File: src/rtl/fsk_synth_pkg.sv
package fsk_synth_pkg;

  localparam int ACC_W = 24;

  typedef enum logic [2:0] {
    MODE_NORMAL  = 3'd0,
    MODE_LOOP    = 3'd1,
    MODE_ECHO    = 3'd2,
    MODE_SQUELCH = 3'd3,
    MODE_PDOWN   = 3'd4
  } opMode_e;

  // strobes from the control side to the datapath
  typedef struct packed {
    logic [ACC_W-1:0] stepWord;
    logic             phaseClear;
  } synthCtl_t;

  // tone in Hz of one band: lowBand is the originate / channel 1 side
  function automatic int bandHz(input bit v21, input bit lowBand, input bit mark);
    if (lowBand) return v21 ? (mark ? 980 : 1180) : (mark ? 1270 : 1070);
    else         return v21 ? (mark ? 1650 : 1850) : (mark ? 2225 : 2025);
  endfunction

  function automatic int echoHz(input bit v21);
    return v21 ? 2100 : 2225;
  endfunction

  // rounded phase increment for a tone
  function automatic logic [ACC_W-1:0] hzToStep(input int hz, input longint refHz);
    longint num;
    num = longint'(hz) * (longint'(1) <<< ACC_W) + refHz / 2;
    return ACC_W'(num / refHz);
  endfunction

endpackage

File: src/rtl/fsk_ctrl.sv
module fsk_ctrl
  import fsk_synth_pkg::*;
#(
  parameter longint REF_HZ = 3579545
) (
  input  logic             stdV21,
  input  logic             originate,
  input  logic             txData,
  input  logic             loopEn,
  input  logic             squelchEn,
  input  logic             echoEn,
  output synthCtl_t        ctl,
  output opMode_e          modeSel,
  output logic [ACC_W-1:0] rxSpaceStep,
  output logic [ACC_W-1:0] rxMarkStep
);

  // [standard][band: 0 low, 1 high][bit: 0 space, 1 mark]
  logic [ACC_W-1:0] stepTab [2][2][2];
  logic [ACC_W-1:0] echoStep;
  logic             txBand;
  logic             rxBand;

  for (genvar s = 0; s < 2; s++) begin : g_std
    for (genvar b = 0; b < 2; b++) begin : g_band
      for (genvar m = 0; m < 2; m++) begin : g_bit
        assign stepTab[s][b][m] = hzToStep(bandHz(s != 0, b == 0, m != 0), REF_HZ);
      end
    end
  end

  assign echoStep = stdV21 ? hzToStep(echoHz(1'b1), REF_HZ) : hzToStep(echoHz(1'b0), REF_HZ);

  always_comb begin
    if (squelchEn && loopEn) modeSel = MODE_PDOWN;
    else if (squelchEn)      modeSel = MODE_SQUELCH;
    else if (echoEn)         modeSel = MODE_ECHO;
    else if (loopEn)         modeSel = MODE_LOOP;
    else                     modeSel = MODE_NORMAL;
  end

  assign txBand = ~originate;
  assign rxBand = (modeSel == MODE_LOOP) ? txBand : ~txBand;

  always_comb begin
    ctl.stepWord   = (modeSel == MODE_ECHO) ? echoStep : stepTab[stdV21][txBand][txData];
    ctl.phaseClear = (modeSel == MODE_SQUELCH) || (modeSel == MODE_PDOWN);
  end

  always_comb begin
    if (modeSel == MODE_PDOWN) begin
      rxSpaceStep = '0;
      rxMarkStep  = '0;
    end else begin
      rxSpaceStep = stepTab[stdV21][rxBand][0];
      rxMarkStep  = stepTab[stdV21][rxBand][1];
    end
  end

endmodule

File: src/rtl/fsk_sine_rom.sv
module fsk_sine_rom #(
  parameter int IDX_W = 6,
  parameter int AMP_W = 7
) (
  input  logic [IDX_W-1:0] idx,
  output logic [AMP_W-1:0] mag
);

  localparam int DEPTH = 1 << IDX_W;
  localparam longint HALF_UNITS = 4 * DEPTH;   // half cycle in half-entry units
  localparam longint PEAK = (longint'(1) <<< AMP_W) - 1;

  // rational sine approximation at the centre of entry i
  function automatic logic [AMP_W-1:0] quarterMag(input int i);
    longint x, prod, num, den;
    x    = 2 * i + 1;
    prod = x * (HALF_UNITS - x);
    num  = 4 * prod * PEAK;
    den  = (5 * HALF_UNITS * HALF_UNITS) / 4 - prod;
    return AMP_W'((num + den / 2) / den);
  endfunction

  logic [AMP_W-1:0] tab [DEPTH];

  for (genvar i = 0; i < DEPTH; i++) begin : g_entry
    localparam logic [AMP_W-1:0] ENTRY = quarterMag(i);
    assign tab[i] = ENTRY;
  end

  assign mag = tab[idx];

endmodule

File: src/rtl/fsk_datapath.sv
module fsk_datapath
  import fsk_synth_pkg::*;
#(
  parameter int SAMPLE_W = 8,
  parameter int IDX_W    = 6
) (
  input  logic                       clk,
  input  logic                       rstN,
  input  synthCtl_t                  ctl,
  output logic signed [SAMPLE_W-1:0] sample
);

  localparam int PH_W  = IDX_W + 2;
  localparam int AMP_W = SAMPLE_W - 1;

  logic [ACC_W-1:0]    acc;
  logic [PH_W-1:0]     phase;
  logic [1:0]          quad;
  logic [IDX_W-1:0]    romIdx;
  logic [AMP_W-1:0]    mag;
  logic [SAMPLE_W-1:0] posVal;
  logic [SAMPLE_W-1:0] foldVal;

  assign phase  = acc[ACC_W-1 -: PH_W];
  assign quad   = phase[PH_W-1 -: 2];
  assign romIdx = quad[0] ? ~phase[IDX_W-1:0] : phase[IDX_W-1:0];

  fsk_sine_rom #(.IDX_W(IDX_W), .AMP_W(AMP_W)) u_rom (
    .idx (romIdx),
    .mag (mag)
  );

  assign posVal  = {1'b0, mag};
  assign foldVal = quad[1] ? (~posVal + 1'b1) : posVal;

  always_ff @(posedge clk) begin
    if (!rstN || ctl.phaseClear) begin
      acc    <= '0;
      sample <= '0;
    end else begin
      acc    <= acc + ctl.stepWord;
      sample <= signed'(foldVal);
    end
  end

endmodule

File: src/rtl/fsk_tone_synth.sv
module fsk_tone_synth
  import fsk_synth_pkg::*;
#(
  parameter longint REF_HZ    = 3579545,
  parameter int     SAMPLE_W  = 8,
  parameter int     LUT_IDX_W = 6
) (
  input  logic                       clk,
  input  logic                       rstN,
  input  logic                       stdV21,
  input  logic                       originate,
  input  logic                       txData,
  input  logic                       loopEn,
  input  logic                       squelchEn,
  input  logic                       echoEn,
  output logic signed [SAMPLE_W-1:0] toneSample,
  output logic [2:0]                 opMode,
  output logic [ACC_W-1:0]           rxSpaceTw,
  output logic [ACC_W-1:0]           rxMarkTw
);

  synthCtl_t ctl;
  opMode_e   modeSel;

  fsk_ctrl #(.REF_HZ(REF_HZ)) u_ctrl (
    .stdV21      (stdV21),
    .originate   (originate),
    .txData      (txData),
    .loopEn      (loopEn),
    .squelchEn   (squelchEn),
    .echoEn      (echoEn),
    .ctl         (ctl),
    .modeSel     (modeSel),
    .rxSpaceStep (rxSpaceTw),
    .rxMarkStep  (rxMarkTw)
  );

  fsk_datapath #(.SAMPLE_W(SAMPLE_W), .IDX_W(LUT_IDX_W)) u_dp (
    .clk    (clk),
    .rstN   (rstN),
    .ctl    (ctl),
    .sample (toneSample)
  );

  assign opMode = modeSel;

endmodule

File: config.mk
export PLATFORM = sky130hd
export DESIGN_NAME = fsk_tone_synth
export DESIGN_NICKNAME = d
export VERILOG_FILES = /design/src/rtl/fsk_synth_pkg.sv /design/src/rtl/fsk_ctrl.sv /design/src/rtl/fsk_sine_rom.sv /design/src/rtl/fsk_datapath.sv /design/src/rtl/fsk_tone_synth.sv
export SDC_FILE = /design/constraint.sdc
export NUM_CORES = 1
export LEC_CHECK = 0
export BUFFER_PORTS_ARGS = -buffer_cell sky130_fd_sc_hd__buf_2
export CAP_MARGIN = 20
export CORE_MARGIN = 3
export CORE_UTILIZATION = 58
export DETAILED_ROUTE_END_ITERATION = 16
export GPL_TIMING_DRIVEN = 0
export PLACE_DENSITY = 0.89
export REMOVE_ABC_BUFFERS = 1
export SLEW_MARGIN = 10
export SYNTH_ARGS = -nofsm -noshare
export SYNTH_HDL_FRONTEND = slang
export SYNTH_SLANG_ARGS = --single-unit
File: constraint.sdc
create_clock -name clk -period 4.1 [get_ports clk]
set_input_delay 0.82 -clock clk [delete_from_list [all_inputs] [get_ports clk]]
set_output_delay 0.82 -clock clk [all_outputs]
set_load 0.02 [all_outputs]
==> qor.txt, run 1 <==
Status -> finished, final reports clean
Area growth syn-to-layout -> 1.90%
Clock Sinks -> 32
Crit path max-delay family -> compound AO/OA/AOI/OAI gates
Fillcell total -> 507
DRC -> 0
Worst slew pin tran -> 1130 ps
Layout cells sized above 1 -> 13.7%
Number of max-cap violations -> 0
Slowest cell delay on critical path -> 460 ps
Post-synth cell types -> 74
Final HPWL DP -> 6400 um
Adder-cell share of the synthesized area -> 11.2%
Number of synthesized flops with an enable pin -> 0
Gr ovfl total -> 0
CTS tree -> yes
Critical path class -> input port to flop
Relative slew slack -> 24.7%
Non-Filler Instances -> 580
Vias in the first global route -> 3390
Largest net degree at the start of global routing -> 51
Clock Skew -> 4.88 ps
All-layer global routing usage -> 24.2%
Antenna violations before repair -> 0
Flops & latches, synth -> 32
Worst-path fanout max -> 9
Main combinational cell family by area after synthesis -> compound AO/OA/AOI/OAI gates
Top Ports -> 67
Sw Pwr -> 339 uW
Clock Path Buffers -> 2
Nets -> 545
Via count -> 3656
Avg Inst Size Synth -> 7.48 sq um
Final hold viol count -> 0
First-pass GRT wire length -> 15000 um
Fin crit period -> 3660 ps
Post-CTS Repair Setup Buffers -> 0
TritonCTS buffer count -> 5
Maximum vdd drop -> 232 uV
Post-synthesis compound-gate area fraction -> 27.2%
CP Buf/Inv Count -> 3
Mapped Cells -> 503
Fmax -> 273 MHz
Worst path required time -> 4330 ps
Sequential-to-total area share from yosys stat -> 17.0%
Mux contribution to synthesized area -> 2.83%
RSZ-0062 raised after global routing -> false
Asr flop ratio synth -> 0%
Setup TNS -> 0 ps
Crit start category -> input port
WL final -> 9070 um
Die area -> 0.00749 sq mm
Post-Synth XOR/XNOR Area -> 4.42%
# setup viols final -> 0
Clk_lat worst skew -> 300 ps
Ys flop type -> dfxtp_1
CTS Hold Bufs -> 0
Initial Util -> 61.7%
Gate power share -> 33.7%
Worst setup EP type -> flop
Slowest CP cell -> a211oi_1
Fin. max-slew vios -> 0
Placed cells -> 571
Post-Synth Simple-Gate Area -> 23.2%
Synth warn -> 0
DR WL/cell -> 15.6 um
Clk root buf -> clkbuf_8
Post-synthesis cell area -> 0.00376 sq mm
Int Pwr -> 576 uW
IO buf count -> 43
Most frequent cells in the layout -> 43 x buf_2, 39 x nand2_1, 36 x nor2_1, 33 x a21oi_1, 32 x ha_1
Leak pwr -> 0.00165 uW
Clock share of power -> 29.6%
Die H -> 86.5 um
Core Footprint -> 0.00610 sq mm
Sequential share of power -> 36.7%
Avg Vias per Cell -> 6.30
DR pass1 iterations -> 5
FP Rows -> 28
Crit-path cells -> buf_2, inv_1, ha_1, nand3_1, ha_1, inv_1, fa_1, nor2b_1, o21a_1, o211ai_1, a211oi_1, o21ai_0, a2111o_1, o21ai_0
Max H-tree Level -> 2
Sw Share -> 37.1%
Die Wd -> 86.5 um
HP Class -> flop to flop
RePlAce Congestion -> 0.920
Post_cts resized -> 0
Period utilization -> 89.2%
Power density over the cells -> 239 mW/mm^2
# diodes -> 0
Drt initial violations -> 228
Commonest non-fill, non-tap cell in the layout -> buf_2
Final ANT Viol Nets -> 0
Clock transition at path regs -> 80 ps
Crit path DAT -> 3890 ps
==> worst paths after layout <==
| path | startpoint | to | slack (ps) | depth (start not counted) |
|---|---|---|---|---|
| worst min-delay path | u_dp.acc[15] | u_dp.acc[15] | 540 | 2 |
| worst min register to register | u_dp.acc[15] | u_dp.acc[15] | 540 | 2 |
| worst max register to register | u_dp.acc[22] | u_dp.sample[4] | 490 | 12 |
| worst max-delay path | stdV21 | u_dp.acc[20] | 440 | 14 |
==> state kept, by name (all words and copies together) (netlist names) <==
| signal | flops |
|---|---|
| u_dp.acc | 24 |
| u_dp.sample | 8 |
==> power by group through the flow <==
stage / sequential [uW] / combinational, uW / clock [uW]
floorplan: 342 / 231 / 0
global placement: 342 / 288 / 0
detailed placement: 343 / 301 / 0
CTS: 336 / 303 / 269
global route: 338 / 341 / 286
finish: 336 / 308 / 270
==> worst min-delay path, stage by stage (launching register included) <==
cell,delay [ps]
dfxtp_1,360
nand2_1,70
mux2i_1,60
==> per-stage QoR <==
stage	util, %	setup WS (ps)	instance area [sq um]	hold WS, ps	total power, uW
final	62.9	443	3830	540	914
after CTS	62.6	462	3820	544	907
after global placement	60.6	119	3690	512	630
after global routing	62.9	25.4	3830	579	964
after detailed placement	61.1	197	3730	532	644
after floorplan	-	488	3390	489	572
==> synth_stat cells, types with 6 or more instances <==
library cell / instances / share of area (%)
o211ai_1: 10 / 2.0
inv_1: 15 / 1.5
dfxtp_1: 32 / 17
nor3_1: 15 / 2.0
a21oi_1: 33 / 4.4
a211oi_1: 10 / 2.0
nor2_1: 36 / 3.6
xnor2_1: 8 / 1.9
ha_1: 32 / 11
nand2_1: 39 / 3.9
and3_1: 6 / 1.0
mux2i_1: 8 / 2.1
nor4_1: 6 / 1.0
clkbuf_1: 19 / 1.9
o21ai_0: 25 / 3.3
nand3_1: 8 / 1.1
a31oi_1: 12 / 2.0
buf_2: 10 / 1.3
and2_1: 8 / 1.3
nand2b_1: 12 / 2.0
a21o_1: 12 / 2.4
xor2_1: 11 / 2.6
nor2b_1: 15 / 2.5
buf_4: 41 / 8.2
==> cell families (layout without fill, tap and decap cells) <==
group / count (synthesis) / in the layout
DFF: 32 / 32
adders and majority gates: 33 / 33
and+or+nand+nor: 169 / 169
xor gates and xnor gates: 19 / 19
other: 1 / 23
buffers and inverters: 92 / 72
AOI/OAI and AO/OA: 147 / 147
muxes: 10 / 10
==> layout make-up <==
type / instances / area [sq um] / area share (%)
clock inverters: 2 / 10.0 / 0.261
repair buffers: 46 / 260 / 6.79
inverters: 18 / 67.6 / 1.76
clock buffers: 6 / 82.6 / 2.15
multi-input cells: 401 / 2680 / 69.8
well taps: 75 / 93.8 / 2.45
flip-flops and latches: 32 / 642 / 16.7
==> metal layers <==
| layer | wire length (um) | track usage (%) |
|---|---|---|
| met3 | 723 | 4.56 |
| met5 | 0 | 0 |
| met2 | 4480 | 43.1 |
| met1 | 3630 | 28.1 |
| met4 | 233 | 10.1 |
No activity file was read; power rests on OpenSTA's default activity.
==> run 2, diff against run 1 <==
--- a/config.mk
+++ b/config.mk
@@ -5,12 +5,14 @@
 export SDC_FILE = /design/constraint.sdc
 export NUM_CORES = 1
 export LEC_CHECK = 0
+export ABC_CLOCK_PERIOD_IN_PS = 4100
 export BUFFER_PORTS_ARGS = -buffer_cell sky130_fd_sc_hd__buf_2
 export CAP_MARGIN = 20
 export CORE_MARGIN = 3
 export CORE_UTILIZATION = 58
 export DETAILED_ROUTE_END_ITERATION = 16
 export GPL_TIMING_DRIVEN = 0
+export MAX_ROUTING_LAYER = met4
 export PLACE_DENSITY = 0.89
 export REMOVE_ABC_BUFFERS = 1
 export SLEW_MARGIN = 10
==> run 2 against run 1 <==
  * Count of clock-buffer cells in the layout rose by 1
  * Final area hardly changed
  * Flip-flop and latch count stayed put
  * Register-to-register slack is essentially flat
  * Sequential power about the same
  * Clock power about the same
  * First-iteration DRC count rose by 20%
  * Final cell count is 0.17% lower
  * Critical path depth did not move
  * Clock skew down 0.79 ps
  * Combinational power is 1% higher
  * Highest routed layer unchanged
==> qor.txt, run 2 (synthesis gave the netlist of run 1 again) <==
Post_cts resized -> 0 (unchanged)
CTS tree -> yes
DRC -> 0 (unchanged)
Max reg flops -> 24 (unchanged)
Regs by FF count -> u_dp.acc: 24 flops, u_dp.sample: 8 flops
Hold_ws -> 553 ps (+13.2 ps)
Register with the most flip-flops -> u_dp.acc
Drt initial violations -> 274 (+20%)
Clk root buf -> clkbuf_8
RePlAce Congestion -> 0.937 (+1.9%)
Die H -> 86.5 um (unchanged)
TritonCTS buffer count -> 5 (unchanged)
DR WL/cell -> 15.9 um (+1.6%)
Fin crit period -> 3670 ps (+11.5 ps)
All-layer global routing usage -> 25.0% (+0.84 points)
IO buf count -> 43 (unchanged)
CTS Hold Bufs -> 0 (unchanged)
Final non-filler cell area -> 0.00384 sq mm (about the same)
HP Class -> flop to flop
Clock transition at path regs -> 70 ps (about the same)
Vias in the first global route -> 3297 (-2.7%)
Crit path max-delay family -> compound AO/OA/AOI/OAI gates
RSZ-0062 raised after global routing -> false
Die area -> 0.00749 sq mm (unchanged)
Cell Area, Placed -> 0.00373 sq mm (unchanged)
Setup TNS -> 0 ps (unchanged)
Clk_lat worst skew -> 290 ps (about the same)
Die Wd -> 86.5 um (unchanged)
Post-CTS Repair Setup Buffers -> 0 (unchanged)
Max H-tree Level -> 2 (unchanged)
FP Rows -> 28 (unchanged)
Fin. max-slew vios -> 0 (unchanged)
Power density over the cells -> 240 mW/mm^2 (+0.70%)
# diodes -> 0 (unchanged)
Final ANT Viol Nets -> 0 (unchanged)
Largest net degree at the start of global routing -> 51 (unchanged)
Most frequent cells in the layout -> 43 x buf_2, 39 x nand2_1, 36 x nor2_1, 33 x a21oi_1, 32 x ha_1
Commonest non-fill, non-tap cell in the layout -> buf_2
Leak pwr -> 0.00165 uW (about the same)
# setup viols final -> 0 (unchanged)
Core Footprint -> 0.00610 sq mm (unchanged)
Number of max-cap violations -> 0 (unchanged)
Fmax -> 273 MHz (-0.31%)
Maximum vdd drop -> 156 uV (-32%)
Area growth syn-to-layout -> 2.00% (about the same)
WL final -> 9190 um (+1.4%)
CP Buf/Inv Count -> 3 (unchanged)
Period utilization -> 89.5% (+0.28 points)
Power Total -> 922 uW (+0.80%)
Critical path class -> input port to flop
Top Ports -> 67 (unchanged)
Gr ovfl total -> 0 (unchanged)
Nets -> 545 (unchanged)
Crit-path cells -> buf_2, inv_1, ha_1, nand3_1, ha_1, inv_1, fa_1, nor2b_1, o21a_1, o211ai_1, a211oi_1, o21ai_0, a2111o_1, o21ai_0
Via count -> 3631 (-0.68%)
Layout cells sized above 1 -> 13.5% (-0.17 points)
Slowest CP cell -> a211oi_1
Relative slew slack -> 27.2% (+2.6 points)
Final HPWL DP -> 6580 um (+2.9%)
Clock Path Buffers -> 2 (unchanged)
Crit start category -> input port
Initial Util -> 61.7% (unchanged)
Worst slew pin tran -> 1090 ps (-38.4 ps)
Worst path required time -> 4320 ps (about the same)
Clock Skew -> 4.10 ps (-0.785 ps)
Antenna violations before repair -> 0 (unchanged)
Final hold viol count -> 0 (unchanged)
Clock Sinks -> 32 (unchanged)
First-pass GRT wire length -> 15000 um (+0.41%)
DR pass1 iterations -> 5 (unchanged)
Worst-path fanout max -> 9 (unchanged)
Status -> finished, final reports clean
Worst setup EP type -> flop
Slowest cell delay on critical path -> 470 ps (about the same)
Avg Vias per Cell -> 6.27 (-0.51%)
Crit path DAT -> 3890 ps (about the same)
[run 2: cell count changes in the layout (fill, tap and decap cells not counted)]
cell and delta:
clkbuf_8 +1, clkinv_2 -2
[run 2: path summary, 6_finish.rpt]
| kind | startpoint | slack, ps | endpoint | depth (start not counted) |
|---|---|---|---|---|
| worst min register to register | u_dp.acc[15] | 550 | u_dp.acc[15] | 2 |
| worst min-delay path | u_dp.acc[15] | 550 | u_dp.acc[15] | 2 |
| worst max-delay path | stdV21 | 430 | u_dp.acc[20] | 14 |
| worst max register to register | u_dp.acc[22] | 490 | u_dp.sample[4] | 12 |
[run 2: worst reg2reg max path: cells and delay by family (launching register included)]
kind | cells | cell delay (ps)
AOI/OAI and AO/OA | 4 | 940
DFF | 1 | 910
and+or+nand+nor | 4 | 860
adders and majority gates | 2 | 580
xor gates and xnor gates | 1 | 170
buffers and inverters | 1 | 50
[run 2: report_power, final]
group	internal [uW]	switching [uW]	total, uW
Clock	150	124	273
Combinational	113	199	312
Sequential	329	7.52	336
[run 2: stage by stage]
step	worst slack [ps]	utilization [%]	instances
final	432	63.0	579
after global routing	101	63.0	579
after CTS	447	62.7	578
after detailed placement	168	61.1	571
after global placement	114	60.6	569
after floorplan	488	-	451
[run 2: final cells by class]
class / count / area [sq um]
flip-flops and latches: 32 / 642
well taps: 75 / 93.8
multi-input cells: 401 / 2680
inverters: 18 / 67.6
repair buffers: 46 / 260
clock buffers: 7 / 96.3
fillers: 544 / 2260
[run 2: per-layer routing]
| metal | track usage, % | vias up | wire (um) |
|---|---|---|---|
| met4 | 10.2 | 0 | 221 |
| met1 | 29.0 | 1687 | 3670 |
| met5 | - | - | 0 |
| li1 | - | 1748 | - |
| met3 | 3.33 | 24 | 642 |
| met2 | 43.4 | 172 | 4660 |
==> run 3, diff against run 2 <==
--- a/config.mk
+++ b/config.mk
@@ -5,11 +5,12 @@
 export SDC_FILE = /design/constraint.sdc
 export NUM_CORES = 1
 export LEC_CHECK = 0
+export ABC_AREA = 1
 export ABC_CLOCK_PERIOD_IN_PS = 4100
 export BUFFER_PORTS_ARGS = -buffer_cell sky130_fd_sc_hd__buf_2
 export CAP_MARGIN = 20
 export CORE_MARGIN = 3
-export CORE_UTILIZATION = 58
+export CORE_UTILIZATION = 56
 export DETAILED_ROUTE_END_ITERATION = 16
 export GPL_TIMING_DRIVEN = 0
 export MAX_ROUTING_LAYER = met4
==> run 3 against run 2 <==
  * Setup slack lost 32 ps
  * Final cell count grew 0.69%
  * Sequential share of layout area grew 2.8 points
  * Register-to-register slack gained 740 ps
  * Combinational power shrank 10%
  * Routed wire length shrank 28%
  * Maximum frequency shrank 0.87%
  * Total power shrank 6.0%
  * Count of clock-buffer cells in the layout grew 1
  * Global-route usage shrank 3.8 points
  * Highest routed layer unchanged
==> qor.txt, run 3 <==
RSZ-0062 raised after global routing -> false
FP Rows -> 26 (-7.1%)
Final non-filler cell area -> 0.00328 sq mm (-14%)
Int Pwr -> 550 uW (-6.9%)
Post-synthesis cell area -> 0.00314 sq mm (-17%)
CP Buf/Inv Count -> 6 (+3)
Area growth syn-to-layout -> 4.67%
Drt initial violations -> 99 (-64%)
Layout cells sized above 1 -> 14.0% (+0.54 points)
Worst Hold Depth -> 1 (-1)
Top Ports -> 67 (unchanged)
Number of max-cap violations -> 0 (unchanged)
Sw Pwr -> 316 uW (-4.5%)
Clock Sinks -> 32 (unchanged)
Synth area leaders -> dfxtp_1 20%, ha_1 13%, nand2_1 11%, buf_4 9.1%, a21oi_1 7.5%
IO buf count -> 43 (unchanged)
Worst slew pin tran -> 652 ps (-438 ps)
Worst setup EP type -> flop
Final hold viol count -> 0 (unchanged)
# setup viols final -> 0 (unchanged)
Crit start category -> input port
Antenna violations before repair -> 0 (unchanged)
Setup TNS -> 0 ps (unchanged)
First-pass GRT wire length -> 11100 um (-26%)
Leak pwr -> 0.00165 uW (-0.12%)
Worst-path fanout max -> 12 (+3)
Sw Share -> 36.5% (+0.61 points)
Gr ovfl total -> 0 (unchanged)
Largest area contributor in the netlist -> dfxtp_1
Post-synth cell types -> 35 (-53%)
Post_cts resized -> 0 (unchanged)
Clock Skew -> 4.68 ps (+0.587 ps)
Synth warn -> 0 (unchanged)
Regs by FF count -> u_dp.acc: 24 flops, u_dp.sample: 8 flops
CP most frequent cell -> inv_1
Avg Inst Size Synth -> 6.44 sq um (-14%)
Power Total -> 866 uW (-6.0%)
Nets -> 553 (+1.5%)
Power density over the cells -> 264 mW/mm^2 (+9.8%)
Fin crit period -> 3700 ps (+32.2 ps)
Most frequent cells in the layout -> 93 x nand2_1, 54 x inv_1, 50 x nor2_1, 46 x a21oi_1
Initial Util -> 59.5% (-2.2 points)
Synth top cells by count -> 93 x nand2_1, 54 x inv_1, 51 x nor2_1
RePlAce Congestion -> 0.902 (-3.7%)
Via count -> 3045 (-16%)
Sequential-to-total area share from yosys stat -> 20.4% (+3.4 points)
Yosys top cell area share -> 20.4% (+3.4 points)
Clock share of power -> 29.1% (-0.5 points)
Final ANT Viol Nets -> 0 (unchanged)
Slowest CP cell -> o21ai_0
All-layer global routing usage -> 21.3% (-3.8 points)
Clock Path Buffers -> 2 (unchanged)
Mapped Cells -> 487 (-3.2%)
TritonCTS buffer count -> 5 (unchanged)
Maximum vdd drop -> 133 uV (-15%)
Reg2reg start -> u_dp.acc[22]
Clock transition at path regs -> 70 ps (about the same)
Die Wd -> 80.8 um (-6.6%)
Vias in the first global route -> 2766 (-16%)
Avg Vias per Cell -> 5.22 (-17%)
Reg2Reg Depth -> 16 (+4)
Gate power share -> 32.4% (-1.5 points)
Most frequent cell after synthesis -> nand2_1
Slowest cell delay on critical path -> 420 ps (-50 ps)
Clk_lat worst skew -> 290 ps (about the same)
HP Class -> flop to flop
Worst path required time -> 4320 ps (about the same)
Hold EP -> u_dp.acc[15]
Reg2reg setup slack -> 1230 ps (+740 ps)
DRC -> 0 (unchanged)
# diodes -> 0 (unchanged)
Period utilization -> 90.3% (+0.78 points)
Post-CTS Repair Setup Buffers -> 0 (unchanged)
DR WL/cell -> 11.3 um (-29%)
Max H-tree Level -> 2 (unchanged)
Commonest non-fill, non-tap cell in the layout -> nand2_1
DR pass1 iterations -> 4 (-1)
Relative slew slack -> 56.5% (+29 points)
Worst r2r dst -> u_dp.sample[4]
Core Footprint -> 0.00527 sq mm (-14%)
Crit-path cells -> buf_2, nand2_1, inv_1, a21oi_2, o21ai_2, nor2_2, inv_1, nand2_1, inv_1, a31oi_1, inv_1, ha_1, nand3b_1, nand2_1, a21oi_1, o21ai_0, inv_1, o21ai_0, o21ai_0, a21oi_1
WL final -> 6610 um (-28%)
Flops & latches, synth -> 32 (unchanged)
Fin. max-slew vios -> 0 (unchanged)
Crit path max-delay family -> compound AO/OA/AOI/OAI gates
Crit path DAT -> 3920 ps (+30 ps)
Die H -> 80.8 um (-6.6%)
HP Start -> u_dp.acc[15]
Status -> finished, final reports clean
Largest net degree at the start of global routing -> 25 (-51%)
Ys flop type -> dfxtp_1
Asr flop ratio synth -> 0% (unchanged)
Clk root buf -> clkbuf_8
Register with the most flip-flops -> u_dp.acc
Max reg flops -> 24 (unchanged)
Cell Area, Placed -> 0.00318 sq mm (-15%)
Fmax -> 270 MHz (-0.87%)
Sequential share of power -> 38.5% (+2.0 points)
Final Util -> 62.3% (-0.65 points)
CTS Hold Bufs -> 0 (unchanged)
Number of synthesized flops with an enable pin -> 0 (unchanged)
Critical path class -> input port to flop
Final HPWL DP -> 5150 um (-22%)
Die area -> 0.00654 sq mm (-13%)
CTS tree -> yes
[run 3: cell types whose count changed after synthesis, moves of 15 or more]
cell / before / now
nand2_1: 39 / 93
inv_1: 15 / 54
clkbuf_1: 19 / 3
nor2b_1: 15 / 0
nor2_1: 36 / 51
nand3_1: 8 / 43
[run 3: kinds of logic (layout without fill, tap and decap cells)]
group	count (synthesis)	count (layout)	synth area share, %
AO/OA/AOI/OAI	101	101	17.0
XOR/XNOR	4	4	1.12
buffers and inverters	105	109	17.7
flip-flops	32	32	20.4
other	1	23	0.120
AND/OR/NAND/NOR	211	211	30.2
adder cells (fa/ha/maj)	33	33	13.4
[run 3: metal layers]
metal | global-route usage, % | vias to the layer above | part of all wire, %
met5 | - | - | 0
met4 | 7.43 | 0 | 1.4
met3 | 2.66 | 11 | 6.0
met2 | 40.2 | 100 | 50
met1 | 22.5 | 1354 | 42
li1 | - | 1580 | -
[run 3: layout make-up]
| cell class | instances | area [sq um] |
|---|---|---|
| Timing Repair Buffer | 43 | 215 |
| Inverter | 58 | 218 |
| Fill cell | 496 | 1990 |
| Tap cell | 70 | 87.6 |
| Sequential cell | 32 | 641 |
| Multi-Input combinational cell | 372 | 2030 |
| Clock buffer | 8 | 90.1 |
[run 3: metrics by stage]
step	hold WS, ps	instances	setup slack (ps)
2_1_floorplan	455	462	-553
3_3_place_gp	473	575	-84.4
3_5_place_dp	496	575	-185
4_1_cts	512	583	114
5_1_grt	539	583	22.9
6_report	509	583	399
[run 3: power groups by stage]
stage               Clock (uW)  Sequential, uW  Combinational, uW
floorplan                    0             339                208
global placement             0             340                266
detailed placement           0             340                273
CTS                        257             333                276
global route               268             335                319
finish                     252             333                280
[run 3: worst max-delay path by stage]
stage / startpoint / to / slack, ps / cells past startpoint
finish: loopEn / u_dp.acc[10] / 400 / 20
global route: loopEn / u_dp.acc[23] / 20 / 22
detailed placement: loopEn / u_dp.acc[17] / -180 / 21
floorplan: loopEn / u_dp.acc[17] / -550 / 20
global placement: loopEn / u_dp.acc[17] / -80 / 21
CTS: loopEn / u_dp.acc[17] / 110 / 21
